### src/rtl/irx_pkg.sv
package irx_pkg;

  typedef enum logic [1:0] {
    ST_SHDN  = 2'd0,
    ST_SETUP = 2'd1,
    ST_HOLD  = 2'd2,
    ST_READY = 2'd3
  } irx_state_e;

  // Round a time in ns up to whole clock cycles; never below one cycle.
  function automatic int unsigned ns_to_cycles(input int unsigned ns,
                                               input int unsigned hz);
    longint unsigned num;
    longint unsigned cyc;
    num = 64'(ns) * 64'(hz);
    cyc = (num + 64'd999_999_999) / 64'd1_000_000_000;
    if (cyc == 64'd0) cyc = 64'd1;
    return cyc[31:0];
  endfunction

  // Counter width able to hold the larger of two cycle counts.
  function automatic int unsigned win_width(input int unsigned a,
                                            input int unsigned b);
    int unsigned m;
    m = (a > b) ? a : b;
    return (m < 2) ? 1 : $clog2(m + 1);
  endfunction

endpackage

### src/rtl/irx_win_timer.sv
module irx_win_timer #(
  parameter int unsigned CW = 4
) (
  input  logic          clk,
  input  logic          rst_n,
  input  logic          restart,
  input  logic [CW-1:0] lim,
  output logic          expire
);
  logic [CW-1:0] cnt_q;

  always_ff @(posedge clk or negedge rst_n) begin
    if (!rst_n)       cnt_q <= '0;
    else if (restart) cnt_q <= '0;
    else              cnt_q <= cnt_q + 1'b1;
  end

  assign expire = (cnt_q == (lim - 1'b1));
endmodule

### src/rtl/irx_req_hold.sv
module irx_req_hold (
  input  logic clk,
  input  logic rst_n,
  input  logic take,
  input  logic mode_in,
  output logic mode_q,
  output logic have_q
);
  always_ff @(posedge clk or negedge rst_n) begin
    if (!rst_n) begin
      mode_q <= 1'b0;
      have_q <= 1'b0;
    end else if (take) begin
      mode_q <= mode_in;
      have_q <= 1'b1;
    end
  end
endmodule

### src/rtl/irx_txd_sel.sv
module irx_txd_sel (
  input  logic cfg_en,
  input  logic pass_en,
  input  logic cfg_lvl,
  input  logic host,
  output logic txd
);
  always_comb begin
    if (pass_en)     txd = host;
    else if (cfg_en) txd = cfg_lvl;
    else             txd = 1'b0;
  end
endmodule

### src/rtl/irx_mode_seq.sv
module irx_mode_seq
  import irx_pkg::*;
#(
  parameter int unsigned CLK_HZ   = 50_000_000,
  parameter int unsigned SETUP_NS = 200,
  parameter int unsigned HOLD_NS  = 200
) (
  input  logic clk,
  input  logic rst_n,
  input  logic start_i,
  input  logic mode_req_i,
  input  logic shdn_req_i,
  input  logic host_txd_i,
  output logic sdm_o,
  output logic txd_o,
  output logic busy_o,
  output logic done_o,
  output logic mode_cur_o
);
  localparam int unsigned SETUP_CYC = ns_to_cycles(SETUP_NS, CLK_HZ);
  localparam int unsigned HOLD_CYC  = ns_to_cycles(HOLD_NS, CLK_HZ);
  localparam int unsigned CW        = win_width(SETUP_CYC, HOLD_CYC);
  localparam logic [CW-1:0] SETUP_LIM = CW'(SETUP_CYC);
  localparam logic [CW-1:0] HOLD_LIM  = CW'(HOLD_CYC);

  irx_state_e state_q, state_d;

  // Named internal events
  logic acc_start;
  logic tmr_exp;
  logic tmr_restart;
  logic latch_evt;
  logic req_mode;
  logic req_have;
  logic [CW-1:0] win_lim;
  logic mode_cur_q;

  assign busy_o    = (state_q == ST_SETUP) || (state_q == ST_HOLD);
  assign acc_start = start_i && !busy_o;

  irx_req_hold u_req (
    .clk     (clk),
    .rst_n   (rst_n),
    .take    (acc_start),
    .mode_in (mode_req_i),
    .mode_q  (req_mode),
    .have_q  (req_have)
  );

  always_comb begin
    state_d = state_q;
    if (shdn_req_i) begin
      state_d = ST_SHDN;
    end else begin
      unique case (state_q)
        ST_SHDN:  if (req_have || acc_start) state_d = ST_SETUP;
        ST_SETUP: if (tmr_exp)               state_d = ST_HOLD;
        ST_HOLD:  if (tmr_exp)               state_d = ST_READY;
        ST_READY: if (acc_start)             state_d = ST_SETUP;
        default:                             state_d = ST_SHDN;
      endcase
    end
  end

  always_ff @(posedge clk or negedge rst_n) begin
    if (!rst_n) state_q <= ST_SHDN;
    else        state_q <= state_d;
  end

  assign tmr_restart = (state_d != state_q);
  assign win_lim     = (state_q == ST_HOLD) ? HOLD_LIM : SETUP_LIM;

  irx_win_timer #(.CW(CW)) u_tmr (
    .clk     (clk),
    .rst_n   (rst_n),
    .restart (tmr_restart),
    .lim     (win_lim),
    .expire  (tmr_exp)
  );

  // The mode line falls exactly when SETUP hands over to HOLD.
  assign latch_evt = (state_q == ST_SETUP) && (state_d == ST_HOLD);

  always_ff @(posedge clk or negedge rst_n) begin
    if (!rst_n)         mode_cur_q <= 1'b0;
    else if (latch_evt) mode_cur_q <= req_mode;
  end

  irx_txd_sel u_sel (
    .cfg_en  (busy_o),
    .pass_en (state_q == ST_READY),
    .cfg_lvl (req_mode),
    .host    (host_txd_i),
    .txd     (txd_o)
  );

  assign sdm_o      = (state_q == ST_SHDN) || (state_q == ST_SETUP);
  assign done_o     = (state_q == ST_READY);
  assign mode_cur_o = mode_cur_q;
endmodule

### config.mk
export PLATFORM = sky130hd
export DESIGN_NAME = irx_mode_seq
export DESIGN_NICKNAME = d
export VERILOG_FILES = /design/src/rtl/irx_pkg.sv /design/src/rtl/irx_win_timer.sv /design/src/rtl/irx_req_hold.sv /design/src/rtl/irx_txd_sel.sv /design/src/rtl/irx_mode_seq.sv
export SDC_FILE = /design/constraint.sdc
export NUM_CORES = 1
export LEC_CHECK = 0
export BUFFER_PORTS_ARGS = -buffer_cell sky130_fd_sc_hd__buf_2
export CORE_ASPECT_RATIO = 1.25
export CORE_MARGIN = 2
export CORE_UTILIZATION = 25
export DETAILED_ROUTE_END_ITERATION = 16
export GPL_TIMING_DRIVEN = 0
export PLACE_DENSITY = 0.39
export RECOVER_POWER = 50
export SKIP_CTS_REPAIR_TIMING = 1
export SLEW_MARGIN = 20
export SYNTH_ARGS = -nofsm -noshare
export SYNTH_HDL_FRONTEND = slang
export SYNTH_SLANG_ARGS = --single-unit
### constraint.sdc
create_clock -name clk -period 2.3 [get_ports clk]
set_input_delay 0.115 -clock clk [delete_from_list [all_inputs] [get_ports clk]]
set_output_delay 0.115 -clock clk [all_outputs]
set_load 0.02 [all_outputs]
==> flow_metrics.env, run 1 <==
export IMPL_cp_arrival_ns=2.21
export IMPL_reg2reg_depth=6
export IMPL_cts_max_level=1
export IMPL_core_sq_um=2400
export IMPL_gp_congestion=0.727
export IMPL_drt_iter0_markers=4
export IMPL_final_hold_viol_count=0
export IMPL_wl_per_cell_um=12.2
export IMPL_syn_cell_area_sq_um=619
export IMPL_p_sw_w=0.000419
export IMPL_synth_main_ff_cell="dfrtp_1"
export IMPL_cts_buffers=3
export IMPL_io_pins=11
export IMPL_synth_nets=76
export IMPL_drcViolationCount=0
export IMPL_cts_tree="built"
export IMPL_die_w_um=48.5
export IMPL_internal_power_w=0.000483
export IMPL_p_leak_nw=0.322
export IMPL_report_final_slew_viol_count=0
export IMPL_dpl_cell_area_sq_um=711
export IMPL_ys_ff_latch=9
export IMPL_power_density_nw_per_um2=1210
export IMPL_crit_type="reg2reg"
export IMPL_grt_max_degree=10
export IMPL_worstHoldPathCells=3
export IMPL_cts_sinks=9
export IMPL_required_ns=2.43
export IMPL_startpoint_type="register"
export IMPL_start_util=0.258
export IMPL_drive_gt1_frac=0.190
export IMPL_period_share=0.904
export IMPL_path_max_fanout=8
export IMPL_overflow=0
export IMPL_grt_use_total=0.110
export IMPL_routed_wl_um=1360
export IMPL_ys_warn_count=0
export IMPL_async_flop_share=1.00
export IMPL_setup_violations=0
export IMPL_clk_pin_slew_worst_paths_ns=0.07
export IMPL_clockBufferDepth=2
export IMPL_p_sw_frac=0.464
export IMPL_viasPerCell=4.65
export IMPL_row_count=20
export IMPL_min_path_type="in2reg"
export IMPL_io_buffer_count=10
export IMPL_p_comb_frac=0.571
export IMPL_grt_pass1_wl_um=2390
export IMPL_cts_root_buf="clkbuf_4"
export IMPL_area_growth_synth_to_final_pct=20.0
export IMPL_rsz0062_at_grt="false"
export IMPL_dieArea_sq_um=2890
export IMPL_layout_min_cycle_time_ns=2.08
export IMPL_tns_ns=0
export IMPL_fmax_ghz=0.481
export IMPL_vias=521
export IMPL_die_height_um=59.7
export IMPL_tightest_slew_ns=0.513
export IMPL_status="complete, no violations"
export IMPL_clkLatencyLatePin_ns=0.26
export IMPL_dr_pass1_iters=4
export IMPL_fin_nets=92
export IMPL_syn_mean_instance_area_sq_um=9.68
export IMPL_netlist_instances=64
export IMPL_dp_hpwl_um=1120
export IMPL_cap_violations=0
export IMPL_antenna_cells=0
export IMPL_peakVddDrop_v=0.000453
export IMPL_setup_worst_path_end_class="register"
export IMPL_power_frac_seq=0.293
export IMPL_slew_headroom=0.655
export IMPL_synth_edf_count=0
export IMPL_p_clk_frac=0.137
export IMPL_ys_types=29
export IMPL_final_area_sq_um=743
export IMPL_antenna_found_initial=0
export IMPL_seq_area_frac_synth=0.364
export IMPL_grt_pass1_vias=535
export IMPL_final_antenna_net_count=0
export IMPL_finalClockSkew_ns=0.0164
==> placed cells by master (no fill, tap or decap), types with 3 or more instances in the layout <==
cell      instances
dfrtp_1           9
a211oi_1          5
clkbuf_4          3
inv_1             5
ha_1              6
nand2b_1          4
clkbuf_1          4
nand2_1           6
buf_2             8
==> path summary, 6_finish.rpt <==
path | slack (ns) | to | start
worst min register to register | 0.49 | mode_cur_o | mode_cur_o
worst max-delay path | 0.22 | mode_cur_o | state_q[0]
min in group asynchronous | 0.32 | u_tmr.cnt_q[3] | rst_n
worst max register to register | 0.22 | mode_cur_o | state_q[0]
worst min-delay path | 0.07 | u_req.mode_q | mode_req_i
max in group asynchronous | 1.62 | mode_cur_o | rst_n
==> per-layer routing <==
metal	share of wire	GRT usage	up-vias
met5	0	0	-
met4	0	0.0245	0
met3	0.037	0.0400	0
met2	0.54	0.208	11
met1	0.42	0.117	243
li1	-	-	267
==> flip-flops by register name (all words and copies together), names as in the netlist <==
name          flops
u_req.mode_q      1
mode_cur_o        1
state_q           2
u_tmr.cnt_q       4
u_req.have_q      1
==> critical path, stage by stage (launching register included) <==
cell and delay [ns]:
dfrtp_1 0.43, inv_1 0.12, ha_1 0.31, or2_2 0.35, o31a_1 0.29, o2111ai_1 0.11, mux2_1 0.34
==> Yosys cell counts, types with 2 or more instances <==
cell | n | area [sq um]
nand2b_1 | 4 | 25.0
inv_1 | 5 | 18.8
or2_2 | 2 | 12.5
a211oi_1 | 5 | 37.5
o31ai_1 | 2 | 15.0
o22ai_1 | 2 | 12.5
a21oi_1 | 2 | 10.0
o21ai_0 | 2 | 10.0
ha_1 | 6 | 75.1
dfrtp_1 | 9 | 225
nor3_1 | 2 | 10.0
nand2_1 | 6 | 22.5
==> kinds of logic (layout without fill, tap and decap cells) <==
kind of cell | count (synthesis) | after routing | share of synthesized area
adder cells (fa/ha/maj) | 6 | 6 | 0.121
AND/OR/NAND/NOR | 20 | 20 | 0.176
multiplexers | 1 | 1 | 0.0182
XOR/XNOR | 2 | 2 | 0.0283
AO/OA/AOI/OAI | 20 | 20 | 0.255
buffers and inverters | 6 | 21 | 0.0384
flip-flops | 9 | 9 | 0.364
==> final cells by class <==
| cell class | instances | area (sq um) |
|---|---|---|
| repair buffers | 11 | 56.3 |
| multi-input cells | 49 | 370 |
| flip-flops and latches | 9 | 225 |
| well taps | 33 | 41.3 |
| inverters | 5 | 18.8 |
| clock buffers | 4 | 26.3 |
| fillers | 277 | 1660 |
| plain buffers | 1 | 5.00 |
==> power by group through the flow <==
stage / Clock [W] / Sequential, W / Combinational (W)
after detailed placement: 0 / 0.000270 / 0.000523
final: 0.000123 / 0.000264 / 0.000515
after floorplan: 0 / 0.000260 / 0.000395
after CTS: 0.000128 / 0.000266 / 0.000526
after global routing: 0.000137 / 0.000276 / 0.000585
after global placement: 0 / 0.000269 / 0.000531
==> stage by stage <==
step | util | setup WS, ns | total power (W) | hold slack, ns | instances
after floorplan | - | 0.365 | 0.000655 | -0.181 | 64
after global placement | 0.296 | 0.191 | 0.000799 | -0.0202 | 107
after detailed placement | 0.296 | 0.205 | 0.000794 | -0.0160 | 107
after CTS | 0.307 | 0.191 | 0.000921 | -0.305 | 111
after global routing | 0.309 | 0.0205 | 0.000998 | 0.0722 | 112
final | 0.309 | 0.220 | 0.000902 | 0.0655 | 112
(Power assumes the default switching activity.)
==> inputs of run 2 (changes only) <==
--- a/config.mk
+++ b/config.mk
@@ -5,6 +5,7 @@
 export SDC_FILE = /design/constraint.sdc
 export NUM_CORES = 1
 export LEC_CHECK = 0
+export ABC_AREA = 1
 export BUFFER_PORTS_ARGS = -buffer_cell sky130_fd_sc_hd__buf_2
 export CORE_ASPECT_RATIO = 1.25
 export CORE_MARGIN = 2
==> flow_metrics.env, run 2 <==
export IMPL_cp_slowest_cell="dfrtp_1"
export IMPL_routed_wl_um=1110
export IMPL_antenna_found_initial=0
export IMPL_area_growth_synth_to_final_pct=19.3
export IMPL_row_count=20
export IMPL_wl_met1_um=526
export IMPL_netlist_instances=74
export IMPL_ys_types=17
export IMPL_wl_per_cell_um=9.13
export IMPL_p_clk_frac=0.173
export IMPL_gp_congestion=0.677
export IMPL_clkLatencyLatePin_ns=0.25
export IMPL_internal_power_w=0.000388
export IMPL_synth_main_ff_cell="dfrtp_1"
export IMPL_wl_met2_um=560
export IMPL_rsz0062_at_grt="false"
export IMPL_ys_top_cells_by_area="dfrtp_1 (37%), ha_1 (12%), nand2_1 (9.8%)"
export IMPL_grt_max_degree=10
export IMPL_core_sq_um=2380
export IMPL_path_max_fanout=6
export IMPL_top_register="u_tmr.cnt_q"
export IMPL_tightest_slew_ns=0.492
export IMPL_report_final_slew_viol_count=0
export IMPL_cp_arrival_ns=1.96
export IMPL_dieArea_sq_um=2860
export IMPL_io_pins=11
export IMPL_cts_buffers=3
export IMPL_yosysMostFrequentCell="nand2_1"
export IMPL_layout_min_cycle_time_ns=1.82
export IMPL_peakVddDrop_v=0.000394
export IMPL_cap_violations=0
export IMPL_vias=474
export IMPL_synth_nets=86
export IMPL_setup_worst_path_end_class="register"
export IMPL_dp_hpwl_um=923
export IMPL_cts_max_level=1
export IMPL_finalPower_w=0.000687
export IMPL_synth_edf_count=0
export IMPL_final_antenna_net_count=0
export IMPL_finalClockSkew_ns=0.00439
export IMPL_p_comb_frac=0.476
export IMPL_largest_reg_flops=4
export IMPL_ys_warn_count=0
export IMPL_clk_pin_slew_worst_paths_ns=0.06
export IMPL_setup_violations=0
export IMPL_viasPerCell=3.89
export IMPL_p_sw_w=0.000299
export IMPL_async_flop_share=1.00
export IMPL_fmax_ghz=0.551
export IMPL_die_w_um=48.2
export IMPL_grt_pass1_vias=492
export IMPL_clockBufferDepth=2
export IMPL_slew_headroom=0.672
export IMPL_period_share=0.789
export IMPL_required_ns=2.44
export IMPL_mostFrequentLayoutCells="nand2_1 (17), nand2_2 (9), dfrtp_1 (9)"
export IMPL_grt_use_total=0.104
export IMPL_status="complete, no violations"
export IMPL_cts_tree="built"
export IMPL_final_hold_viol_count=0
export IMPL_ys_ff_latch=9
export IMPL_drcViolationCount=0
export IMPL_crit_type="reg2reg"
export IMPL_yosysTopAreaCell="dfrtp_1"
export IMPL_syn_cell_area_sq_um=611
export IMPL_io_buffer_count=10
export IMPL_dr_pass1_iters=3
export IMPL_antenna_cells=0
export IMPL_power_density_nw_per_um2=943
export IMPL_yosysTopAreaCellShare=0.369
export IMPL_p_leak_nw=0.388
export IMPL_tns_ns=0
export IMPL_cts_root_buf="clkbuf_4"
export IMPL_startpoint_type="register"
export IMPL_fin_nets=102
export IMPL_path_cells="inv_1 > ha_1 > inv_2 > nand2_1 > nand3_1 > nand2_1 > nand2_1 > inv_2 > nand2_2 > nand2_2 > nand2_2 > nand2_4 > nor2_2"
export IMPL_top_layer="met4"
export IMPL_grt_pass1_wl_um=2160
export IMPL_p_sw_frac=0.435
export IMPL_drive_gt1_frac=0.404
export IMPL_min_path_type="in2reg"
export IMPL_cts_sinks=9
export IMPL_reg_top3="u_tmr.cnt_q: 4 flops, state_q: 2 flops"
export IMPL_drt_iter0_markers=2
export IMPL_start_util=0.257
export IMPL_dr_wl_met3_um=12
export IMPL_syn_mean_instance_area_sq_um=8.25
export IMPL_die_height_um=59.3
export IMPL_layout_commonest_cell="nand2_1"
export IMPL_seq_area_frac_synth=0.369
export IMPL_cpPeakStageDelay_ns=0.45
export IMPL_synth_common_cells="nand2_1 (16), dfrtp_1 (9), nand2_2 (9)"
export IMPL_overflow=0
export IMPL_power_frac_seq=0.352
run 2: cell count changes after synthesis, sizes merged, moves of 4 or more:
| cell | delta |
|---|---|
| nand3 | +5 |
| inv | +7 |
| a211oi | -5 |
| nor2 | +8 |
| nand2 | +21 |
| nand2b | -4 |
run 2: final timing paths:
path | slack [ns] | from | end | cells after the start
setup / recovery | 0.48 | state_q[1] | u_tmr.cnt_q[0] | 13
hold / removal | 0.1 | mode_req_i | u_req.mode_q | 2
setup reg to reg | 0.48 | state_q[1] | u_tmr.cnt_q[0] | 13
hold reg to reg | 0.48 | u_req.have_q | u_req.have_q | 2
max in group asynchronous | 1.64 | rst_n | u_tmr.cnt_q[0] | 2
min in group asynchronous | 0.33 | rst_n | state_q[1] | 2
run 2: power groups by stage:
stage               clock [W]  combinational [W]  sequential, W
global placement            0           0.000337       0.000244
detailed placement          0           0.000339       0.000245
global route         0.000130           0.000378       0.000251
finish               0.000118           0.000327       0.000242
floorplan                   0           0.000258       0.000244
CTS                  0.000126           0.000341       0.000243
run 2: cells by family (layout without fill, tap and decap cells):
kind of cell / Yosys count / count (layout) / synth area share
buffers and inverters: 12 / 27 / 0.0738
DFF: 9 / 9 / 0.369
muxes: 1 / 1 / 0.0184
and+or+nand+nor: 43 / 43 / 0.379
adders and majority gates: 6 / 6 / 0.123
xor gates and xnor gates: 2 / 2 / 0.0287
AOI/OAI and AO/OA: 1 / 1 / 0.00819
run 2: area by class of cell:
cell class / count / area (sq um)
fillers: 270 / 1650
flip-flops and latches: 9 / 225
well taps: 33 / 41.3
inverters: 12 / 45.0
repair buffers: 11 / 57.6
multi-input cells: 53 / 333
clock buffers: 4 / 26.3
run 2: per-layer routing:
metal	up-vias	global-route usage
met5	-	0
met4	0	0.0463
met3	2	0.00915
met2	3	0.158
met1	215	0.146
li1	254	-
run 2: through the flow:
| step | std cells | cell area, sq um | worst slack, ns | util | hold slack [ns] |
|---|---|---|---|---|---|
| floorplan | 74 | 611 | 0.623 | - | -0.181 |
| global placement | 117 | 702 | 0.513 | 0.295 | -0.0224 |
| detailed placement | 117 | 702 | 0.534 | 0.295 | -0.0200 |
| global route | 122 | 728 | 0.259 | 0.306 | 0.101 |
| finish | 122 | 728 | 0.484 | 0.306 | 0.0995 |
| CTS | 121 | 728 | 0.514 | 0.306 | -0.299 |
run 2: worst max-delay path: cells and delay by family (launching register included):
| family | cells | cell delay, ns |
|---|---|---|
| buf+inv | 3 | 0.23 |
| flops | 1 | 0.45 |
| fa+ha+maj | 1 | 0.34 |
| simple gates | 9 | 0.68 |
==> inputs of run 3 (changes only) <==
--- a/config.mk
+++ b/config.mk
@@ -12,7 +12,7 @@
 export CORE_UTILIZATION = 25
 export DETAILED_ROUTE_END_ITERATION = 16
 export GPL_TIMING_DRIVEN = 0
-export PLACE_DENSITY = 0.39
+export PLACE_DENSITY = 0.41
 export RECOVER_POWER = 50
 export SKIP_CTS_REPAIR_TIMING = 1
 export SLEW_MARGIN = 20
==> constraint.sdc (replaced) <==
create_clock -name clk -period 1.61 [get_ports clk]
set_input_delay 0.0805 -clock clk [delete_from_list [all_inputs] [get_ports clk]]
set_output_delay 0.0805 -clock clk [all_outputs]
set_load 0.02 [all_outputs]
==> flow_metrics.env, run 3 (synthesis gave the netlist of run 2 again) <==
export IMPL_rsz0062_at_grt="true"
export IMPL_layout_commonest_cell="nand2_1"
export IMPL_cpPeakStageDelay_ns=0.45
export IMPL_cp_slowest_cell="dfrtp_2"
export IMPL_hold_path_end="u_req.mode_q"
export IMPL_path_max_fanout=5
export IMPL_min_from="mode_req_i"
export IMPL_dieArea_sq_um=2860
export IMPL_grt_max_degree=10
export IMPL_layout_cells_non_filler=133
export IMPL_cts_tree="built"
export IMPL_path_common_cell="nand2_2"
export IMPL_clockBufferDepth=2
export IMPL_drt_iter0_markers=0
export IMPL_io_pins=11
export IMPL_min_path_type="in2reg"
export IMPL_crit_type="reg2reg"
export IMPL_rrSetupSlack_ns=0.02
export IMPL_cts_max_level=1
export IMPL_fin_nets=113
export IMPL_startpoint="state_q[1]"
export IMPL_dr_pass1_iters=1
export IMPL_final_hold_viol_count=0
export IMPL_reg2reg_depth=13
export IMPL_grt_pass1_wl_um=2210
export IMPL_p_leak_nw=0.452
export IMPL_fin_util=0.361
export IMPL_top_register="u_tmr.cnt_q"
export IMPL_cts_buffers=3
export IMPL_tightest_slew_ns=0.484
export IMPL_start_util=0.257
export IMPL_path_cells="inv_4 > ha_4 > inv_4 > nand2_4 > nand2_2 > nand2_2 > nor2_4 > nand2_2 > nand2_2 > nand2_2 > nand2_2 > nand2_4 > nor2_2"
export IMPL_peakVddDrop_v=0.000543
export IMPL_vias=523
export IMPL_required_ns=1.80
export IMPL_status="complete, no violations"
export IMPL_final_antenna_net_count=0
export IMPL_gp_congestion=0.698
export IMPL_slew_headroom=0.677
export IMPL_startpoint_type="register"
export IMPL_r2r_start="state_q[1]"
export IMPL_final_area_sq_um=858
export IMPL_cp_arrival_ns=1.78
export IMPL_die_w_um=48.2
export IMPL_finalClockSkew_ns=0.00280
export IMPL_drcViolationCount=0
export IMPL_cts_root_buf="clkbuf_4"
export IMPL_n_fill_cell=253
export IMPL_antenna_found_initial=0
export IMPL_setup_worst_path_end_class="register"
export IMPL_report_final_slew_viol_count=0
export IMPL_reg_top3="u_tmr.cnt_q: 4 flops, state_q: 2 flops"
export IMPL_row_count=20
export IMPL_die_height_um=59.3
export IMPL_drive_gt1_frac=0.560
export IMPL_cap_violations=0
export IMPL_largest_reg_flops=4
export IMPL_cts_sinks=9
export IMPL_antenna_cells=0
export IMPL_mostFrequentLayoutCells="nand2_1 (13), nand2_2 (12), buf_4 (11)"
export IMPL_layout_min_cycle_time_ns=1.59
export IMPL_overflow=0
export IMPL_grt_pass1_vias=492
export IMPL_whs_ns=0.0660
export IMPL_clkLatencyLatePin_ns=0.25
export IMPL_power_density_nw_per_um2=1340
export IMPL_core_sq_um=2380
export IMPL_clk_pin_slew_worst_paths_ns=0.06
export IMPL_dpl_cell_area_sq_um=714
export IMPL_dp_hpwl_um=947
export IMPL_reg2reg_to="u_tmr.cnt_q[3]"
export IMPL_area_growth_synth_to_final_pct=40.6
export IMPL_setup_violations=0
export IMPL_fmax_ghz=0.631
export IMPL_worstHoldPathCells=2
export IMPL_wl_per_cell_um=9.15
export IMPL_viasPerCell=3.93
export IMPL_routed_wl_um=1220
export IMPL_grt_use_total=0.111
export IMPL_placed_cells=117
export IMPL_io_buffer_count=10
export IMPL_period_share=0.985
run 3: cell types whose count changed in the layout (fill, tap and decap cells not counted), sizes merged:
cell	previous run	this run
buf	8	20
clkbuf	6	5
run 3: power by group:
part	internal [W]	switching [W]	total (W)
combinational	0.000287	0.000343	0.000629
sequential	0.000287	0.0000621	0.000349
clock	0.0000952	0.0000739	0.000169
total	0.000669	0.000479	0.00115
run 3: metrics by stage:
step / setup WS (ns) / power (W) / setup TNS, ns
global placement: -0.116 / 0.000850 / -0.536
floorplan: 0.0470 / 0.000741 / 0
detailed placement: -0.131 / 0.000860 / -0.622
CTS: -0.142 / 0.00104 / -0.849
global route: -0.122 / 0.00126 / -0.473
finish: 0.0243 / 0.00115 / 0
run 3: critical path: cells and delay by family, from the launching register on:
kind	cells	cell delay (ns)
flops	1	0.45
buf+inv	2	0.14
simple gates	10	0.72
fa+ha+maj	1	0.21
run 3: final cells by class:
| type | count | area (sq um) | area share |
|---|---|---|---|
| Multi-Input combinational cell | 53 | 373 | 0.434 |
| Inverter | 12 | 50.0 | 0.0583 |
| Timing Repair Buffer | 22 | 141 | 0.165 |
| Clock buffer | 4 | 26.3 | 0.0306 |
| Tap cell | 33 | 41.3 | 0.0481 |
| Sequential cell | 9 | 226 | 0.264 |
run 3: worst max-delay path by stage:
stage | slack (ns) | depth (start not counted) | to
finish | 0.02 | 13 | u_tmr.cnt_q[3]
global route | -0.12 | 12 | u_tmr.cnt_q[3]
CTS | -0.14 | 13 | u_tmr.cnt_q[3]
detailed placement | -0.13 | 13 | u_tmr.cnt_q[0]
global placement | -0.12 | 13 | u_tmr.cnt_q[0]
floorplan | 0.05 | 13 | u_tmr.cnt_q[2]
run 3: per-layer routing:
metal | wire, um | up-vias | global-route usage | part of all wire
li1 | - | 279 | - | -
met1 | 515 | 239 | 0.146 | 0.42
met2 | 663 | 3 | 0.162 | 0.54
met3 | 25 | 2 | 0.0183 | 0.021
met4 | 13 | 0 | 0.0695 | 0.011
met5 | 0 | - | 0 | 0
